`config.mk`:
```
export PLATFORM = sky130hd
export DESIGN_NAME = rmw_bus_seq
export DESIGN_NICKNAME = d
export VERILOG_FILES = /design/src/rtl/rmw_pkg.sv /design/src/rtl/rmw_seq_fsm.sv /design/src/rtl/rmw_req_regs.sv /design/src/rtl/rmw_bus_drive.sv /design/src/rtl/rmw_bus_seq.sv
export SDC_FILE = /design/constraint.sdc
export NUM_CORES = 1
export LEC_CHECK = 0
export CORE_UTILIZATION = 37
export CTS_CLUSTER_DIAMETER = 50
export DETAILED_ROUTE_END_ITERATION = 8
export HOLD_SLACK_MARGIN = 0.1
export PLACE_DENSITY = 0.75
export SYNTH_ARGS = -nofsm -noshare
export SYNTH_HDL_FRONTEND = slang
export SYNTH_SLANG_ARGS = --single-unit
export TNS_END_PERCENT = 100
```
`constraint.sdc`:
```
create_clock -name clk -period 1.9 [get_ports clk]
set_clock_uncertainty 0.15 [all_clocks]
set_input_delay 0.57 -clock clk [delete_from_list [all_inputs] [get_ports clk]]
set_output_delay 0.57 -clock clk [all_outputs]
set_load 0.005 [all_outputs]
```
`src/rtl/rmw_pkg.sv`:
```
package rmw_pkg;

   typedef enum logic [2:0] {
      PH_IDLE    = 3'd0,
      PH_RD_AS   = 3'd1,
      PH_RD_WAIT = 3'd2,
      PH_TURN    = 3'd3,
      PH_WR_AS   = 3'd4,
      PH_WR_WAIT = 3'd5
   } phase_e;

   typedef enum logic [1:0] {
      RESP_OK     = 2'd0,
      RESP_RD_EXC = 2'd1,
      RESP_WR_EXC = 2'd2
   } resp_e;

   typedef struct packed {
      logic strobe;
      logic hold;
      logic write;
      logic drive;
   } bus_ctl_t;

endpackage

```
`src/rtl/rmw_seq_fsm.sv`:
```
module rmw_seq_fsm
   import rmw_pkg::*;
(
   input  logic   clk,
   input  logic   rst_n,
   input  logic   start,
   input  logic   rdy,
   input  logic   fault,
   output phase_e phase,
   output logic   accept,
   output logic   rd_take,
   output logic   fin,
   output resp_e  fin_resp
);

   phase_e phase_q, phase_d;

   always_ff @(posedge clk or negedge rst_n) begin
      if (!rst_n) phase_q <= PH_IDLE;
      else        phase_q <= phase_d;
   end

   always_comb begin
      phase_d = phase_q;
      case (phase_q)
         PH_IDLE:    if (start) phase_d = PH_RD_AS;
         PH_RD_AS:   phase_d = PH_RD_WAIT;
         PH_RD_WAIT: if (rdy) phase_d = fault ? PH_IDLE : PH_TURN;
         PH_TURN:    phase_d = PH_WR_AS;
         PH_WR_AS:   phase_d = PH_WR_WAIT;
         PH_WR_WAIT: if (rdy) phase_d = PH_IDLE;
         default:    phase_d = PH_IDLE;
      endcase
   end

   always_comb begin
      accept   = (phase_q == PH_IDLE) && start;
      rd_take  = (phase_q == PH_RD_WAIT) && rdy && !fault;
      fin      = rdy && ((phase_q == PH_WR_WAIT) ||
                         ((phase_q == PH_RD_WAIT) && fault));
      fin_resp = RESP_OK;
      if (phase_q == PH_RD_WAIT)  fin_resp = RESP_RD_EXC;
      else if (fault)             fin_resp = RESP_WR_EXC;
   end

   assign phase = phase_q;

endmodule

```
`src/rtl/rmw_req_regs.sv`:
```
module rmw_req_regs
   import rmw_pkg::*;
#(
   parameter int ADDR_W = 32,
   parameter int DATA_W = 32
) (
   input  logic              clk,
   input  logic              rst_n,
   input  logic              accept,
   input  logic              rd_take,
   input  logic              fin,
   input  resp_e             fin_resp,
   input  logic [ADDR_W-1:0] in_addr,
   input  logic [DATA_W-1:0] in_wdata,
   input  logic [DATA_W-1:0] in_rdata,
   output logic [ADDR_W-1:0] addr_q,
   output logic [DATA_W-1:0] wdata_q,
   output logic [DATA_W-1:0] rdata_q,
   output logic              done_q,
   output resp_e             resp_q
);

   always_ff @(posedge clk or negedge rst_n) begin
      if (!rst_n) begin
         addr_q  <= '0;
         wdata_q <= '0;
      end else if (accept) begin
         addr_q  <= in_addr;
         wdata_q <= in_wdata;
      end
   end

   always_ff @(posedge clk or negedge rst_n) begin
      if (!rst_n)       rdata_q <= '0;
      else if (rd_take) rdata_q <= in_rdata;
   end

   always_ff @(posedge clk or negedge rst_n) begin
      if (!rst_n) begin
         done_q <= 1'b0;
         resp_q <= RESP_OK;
      end else begin
         done_q <= fin;
         if (fin) resp_q <= fin_resp;
      end
   end

endmodule

```
`src/rtl/rmw_bus_drive.sv`:
```
module rmw_bus_drive
   import rmw_pkg::*;
#(
   parameter int DATA_W    = 32,
   parameter bit DOUT_PARK = 1'b0
) (
   input  phase_e            phase,
   input  logic [DATA_W-1:0] wdata,
   output bus_ctl_t          ctl,
   output logic [DATA_W-1:0] dout
);

   always_comb begin
      ctl.strobe = (phase == PH_RD_AS) || (phase == PH_WR_AS);
      ctl.hold   = (phase != PH_IDLE);
      ctl.write  = (phase == PH_WR_AS) || (phase == PH_WR_WAIT);
      ctl.drive  = ctl.write;
   end

   generate
      if (DOUT_PARK) begin : g_park
         assign dout = wdata;
      end else begin : g_zero
         assign dout = ctl.drive ? wdata : '0;
      end
   endgenerate

endmodule

```
`src/rtl/rmw_bus_seq.sv`:
```
module rmw_bus_seq
   import rmw_pkg::*;
#(
   parameter int ADDR_W    = 32,
   parameter int DATA_W    = 32,
   parameter bit DOUT_PARK = 1'b0
) (
   input  logic              clk,
   input  logic              rst_n,
   input  logic              req_start,
   input  logic [ADDR_W-1:0] req_addr,
   input  logic [DATA_W-1:0] req_wdata,
   output logic              busy,
   output logic              done,
   output logic [1:0]        resp,
   output logic [DATA_W-1:0] rdata,
   output logic              bus_as_n,
   output logic              bus_rd_wr,
   output logic              bus_lock_n,
   output logic [ADDR_W-1:0] bus_addr,
   output logic [DATA_W-1:0] bus_dout,
   output logic              bus_doe,
   input  logic [DATA_W-1:0] bus_din,
   input  logic              bus_ready_n,
   input  logic              bus_mexc_n
);

   generate
      if (ADDR_W < 1 || ADDR_W > 64) begin : g_bad_addr
         $error("rmw_bus_seq: ADDR_W out of range");
      end
      if (DATA_W < 8 || DATA_W > 128) begin : g_bad_data
         $error("rmw_bus_seq: DATA_W out of range");
      end
   endgenerate

   phase_e   phase;
   logic     accept, rd_take, fin;
   resp_e    fin_resp, resp_q;
   bus_ctl_t ctl;
   logic [DATA_W-1:0] wdata_q;

   rmw_seq_fsm u_fsm (
      .clk      (clk),
      .rst_n    (rst_n),
      .start    (req_start),
      .rdy      (!bus_ready_n),
      .fault    (!bus_mexc_n),
      .phase    (phase),
      .accept   (accept),
      .rd_take  (rd_take),
      .fin      (fin),
      .fin_resp (fin_resp)
   );

   rmw_req_regs #(.ADDR_W(ADDR_W), .DATA_W(DATA_W)) u_regs (
      .clk      (clk),
      .rst_n    (rst_n),
      .accept   (accept),
      .rd_take  (rd_take),
      .fin      (fin),
      .fin_resp (fin_resp),
      .in_addr  (req_addr),
      .in_wdata (req_wdata),
      .in_rdata (bus_din),
      .addr_q   (bus_addr),
      .wdata_q  (wdata_q),
      .rdata_q  (rdata),
      .done_q   (done),
      .resp_q   (resp_q)
   );

   rmw_bus_drive #(.DATA_W(DATA_W), .DOUT_PARK(DOUT_PARK)) u_drv (
      .phase (phase),
      .wdata (wdata_q),
      .ctl   (ctl),
      .dout  (bus_dout)
   );

   assign resp       = resp_q;
   assign busy       = ctl.hold;
   assign bus_as_n   = !ctl.strobe;
   assign bus_rd_wr  = !ctl.write;
   assign bus_lock_n = !ctl.hold;
   assign bus_doe    = ctl.drive;

endmodule

```
==> results.toml <==
[routing]
antenna_left = 0
wl_met1_mm = 4.67
drtIter0Drc = 90
wl_met2_mm = 5.63
routedWlPerCell_um = 16.7
drt_wl_total_mm = 11.3
vias = 3107
wl_met3_um = 865
drtPass1Iterations = 6
viasPerCell = 4.59
drc = 13
highest_layer = "met4"

[timing]
grt_setup_unrepaired = "true"
setup-violations-final = 101
fmax_ghz = 0.465
slew_violations = 0
final-hold-violation-count = 0
worstMarginPinSlew_ns = 0.416
slew_headroom = 0.719
fin_crit_sh = 1.13
fin_setup_tns_ns = -18.80
min_period_ns = 2.15
layout_setup_ws_ns = -0.250

[floorplan]
fp-row-count = 39
die_h_um = 111
dieArea_mm2 = 0.0124
die_x_um = 111
io_pins = 205
start_util = 0.383
core_mm2 = 0.0116

[layout]
fin_util = 0.643
final_cell_mix = "dfrtp_1 (102), clkdlybuf4s50_1 (99), mux2_4 (64)"
final_common_cell = "dfrtp_1"
n_antenna_cell = 0
stdcell_area_mm2 = 0.00743
synthToLayoutAreaGrowth_pct = 67.8
multi_input_area_mm2 = 0.00179
drive_gt1_frac = 0.433
regArea_mm2 = 0.00255
instances_no_fill = 677
fillCellCount = 882
nets = 630

[power_and_ir_drop]
p_int_mw = 8.10
power.total_mw = 11.2
comb_power_share = 0.497
clockPowerShare = 0.161
p_per_area_mw_per_mm2 = 1510
p_switching_mw = 3.14
seq_power_share = 0.342
peakVddDrop_mv = 0.788
swShare = 0.279
p_leak_nw = 3.57

[logic_synthesis]
syn_area_per_cell_um2 = 16.1
netlist_instances = 276
synth_xor_area_frac = 0.00198
synthSimpleGateAreaFrac = 0.0714
muxShareOfSynthArea = 0.295
yosysTopAreaCell = "dfrtp_1"
synthTopCellsByArea = "dfrtp_1 (58%), mux2_4 (20%), mux2_2 (9.1%)"
synth-seq-area-share = 0.576
ys_types = 23
synthAdderAreaFrac = 0
ys_seq_elements = 102
synth_compound_area_frac = 0.0124
ys_warn_count = 0
synth_top_family_by_area = "multiplexers"
synth_top_area_frac = 0.576
synthesis.area_mm2 = 0.00443
synth_fp_nets = 377

[placed_design]
placed_area_mm2 = 0.00675
dp_cells = 633
port_buffers = 204
gp_congestion = 0.744
dp_hpwl_mm = 7.92

[critical_path]
path_class = "register to register"
required_ns = 1.97
end_kind = "register"
critical_path_arrival_ns = 2.22
r2r_end = "u_regs.addr_q[19]$_DFFE_PN0P_"
crit_path_max_fanout = 7
worst-r2r-cell-count = 8
r2r-start = "u_fsm.phase[1]$_DFFE_PN0P_"
critPathLaunchType = "register"
r2r_setup_slack_ns = -0.25

[worst_hold_path]
min_path_type = "register to register"
worstHoldEndpoint = "u_regs.rdata_q[22]$_DFFE_PN0P_"
hp-start = "u_regs.rdata_q[22]$_DFFE_PN0P_"
min_path_cells = 1

[clock_network]
clkSlewWorstSetupHoldPaths_ns = 0.07
cts_made_buffers = 9
cts_tree = "done"
clkSinkCount = 102
worstSkewPairLatency_ns = 0.33
htreeDepth = 3
cts_buffer_depth = 2
cts_root_buf = "clkbuf_16"

[global_routing]
grt_max_degree = 26
grt_pass1_vias = 3457
grt_first_pass_wirelength_mm = 18.4
antenna_found_initial = 0
grt.total_usage = 0.188
grt_overflow_total = 0

[flow_run]
maxCapViolCount = 0

[status]
run_status = "finished, violations left"
violations = "design-rule violations, negative setup slack"
routing by layer:
| layer | vias up | GRT usage |
|---|---|---|
| met5 | - | 0 |
| met2 | 115 | 0.324 |
| met3 | 12 | 0.0566 |
| met4 | 0 | 0.0432 |
| li1 | 1448 | - |
| met1 | 1532 | 0.232 |
cells by family (layout without fill, tap and decap cells):
family,after synthesis,count (layout)
DFF,102,102
muxes,96,96
and+or+nand+nor,50,51
buffers and inverters,18,275
AOI/OAI and AO/OA,9,9
xor gates and xnor gates,1,1
synth_stat cells:
| library cell | n |
|---|---|
| nand3_1 | 1 |
| a2bb2oi_1 | 1 |
| clkbuf_1 | 5 |
| nand3b_1 | 2 |
| or3_4 | 1 |
| mux2_2 | 36 |
| dfrtp_1 | 102 |
| nand2b_1 | 2 |
| inv_1 | 1 |
| nor2b_1 | 5 |
| o221a_2 | 1 |
| and2_4 | 1 |
| o21ai_0 | 5 |
| buf_12 | 7 |
| buf_6 | 1 |
| inv_2 | 1 |
| a21oi_1 | 2 |
| xor2_1 | 1 |
| nor2_1 | 4 |
| and2_1 | 32 |
| mux2_4 | 60 |
| nor4b_1 | 2 |
| buf_2 | 3 |
state kept, by name, summed over array words and instances, names as in the netlist:
| register | cells |
|---|---|
| u_regs.resp_q | 2 |
| u_regs.addr_q | 32 |
| u_regs.rdata_q | 32 |
| u_fsm.phase | 3 |
| u_regs.done_q | 1 |
| u_regs.wdata_q | 32 |
per-stage QoR:
step	setup WS, ns	hold WS, ns
finish	-0.250	0.352
global route	-0.290	0.366
CTS	-0.322	0.355
detailed placement	-0.282	0.339
global placement	-0.257	0.334
floorplan	0.0289	0.124
what timing repair did:
item | in CTS | in global routing
buffers inserted | 19 | 9
gates cloned | 7 | 0
hold buffers | 1 | 0
hold endpoints to repair | 19 | 0
pin swaps | 12 | 13
endpoints found under the setup margin | 161 | 113
gates resized for setup | 230 | 64
power groups by stage:
stage	clock network [mW]	logic (mW)	registers [mW]
after global routing	1.98	5.96	3.98
after global placement	0	5.12	3.81
final	1.81	5.59	3.84
after floorplan	0	2.62	3.82
after detailed placement	0	5.22	3.86
after CTS	1.87	5.62	3.82
layout make-up:
class / count / share of cell area
multi-input cells: 157 / 0.240
clock inverters: 5 / 0.00808
inverters: 2 / 0.00101
flip-flops and latches: 102 / 0.343
clock buffers: 11 / 0.0313
repair buffers: 257 / 0.352
well taps: 143 / 0.0241
worst max path at each step:
stage                          startpoint                        endpoint  slack (ns)  cells after the start
6_report       u_fsm.phase[1]$_DFFE_PN0P_   u_regs.addr_q[19]$_DFFE_PN0P_       -0.25                      8
5_1_grt        u_fsm.phase[1]$_DFFE_PN0P_  u_regs.wdata_q[23]$_DFFE_PN0P_       -0.29                      8
3_5_place_dp                   bus_mexc_n    u_regs.resp_q[1]$_DFFE_PN0P_       -0.28                      5
2_1_floorplan  u_fsm.phase[2]$_DFFE_PN0P_    u_regs.addr_q[0]$_DFFE_PN0P_        0.03                      7
3_3_place_gp                    req_start   u_regs.addr_q[17]$_DFFE_PN0P_       -0.26                      4
4_1_cts        u_fsm.phase[1]$_DFFE_PN0P_                     bus_dout[9]       -0.32                      5
worst max-delay path: stages (launching register included):
cell	delay (ns)
dfrtp_1	0.41
buf_4	0.15
or3_4	0.35
inv_2	0.08
buf_6	0.09
and2_4	0.26
buf_6	0.14
buf_16	0.11
mux2_4	0.29
(Power assumes the default switching activity.)
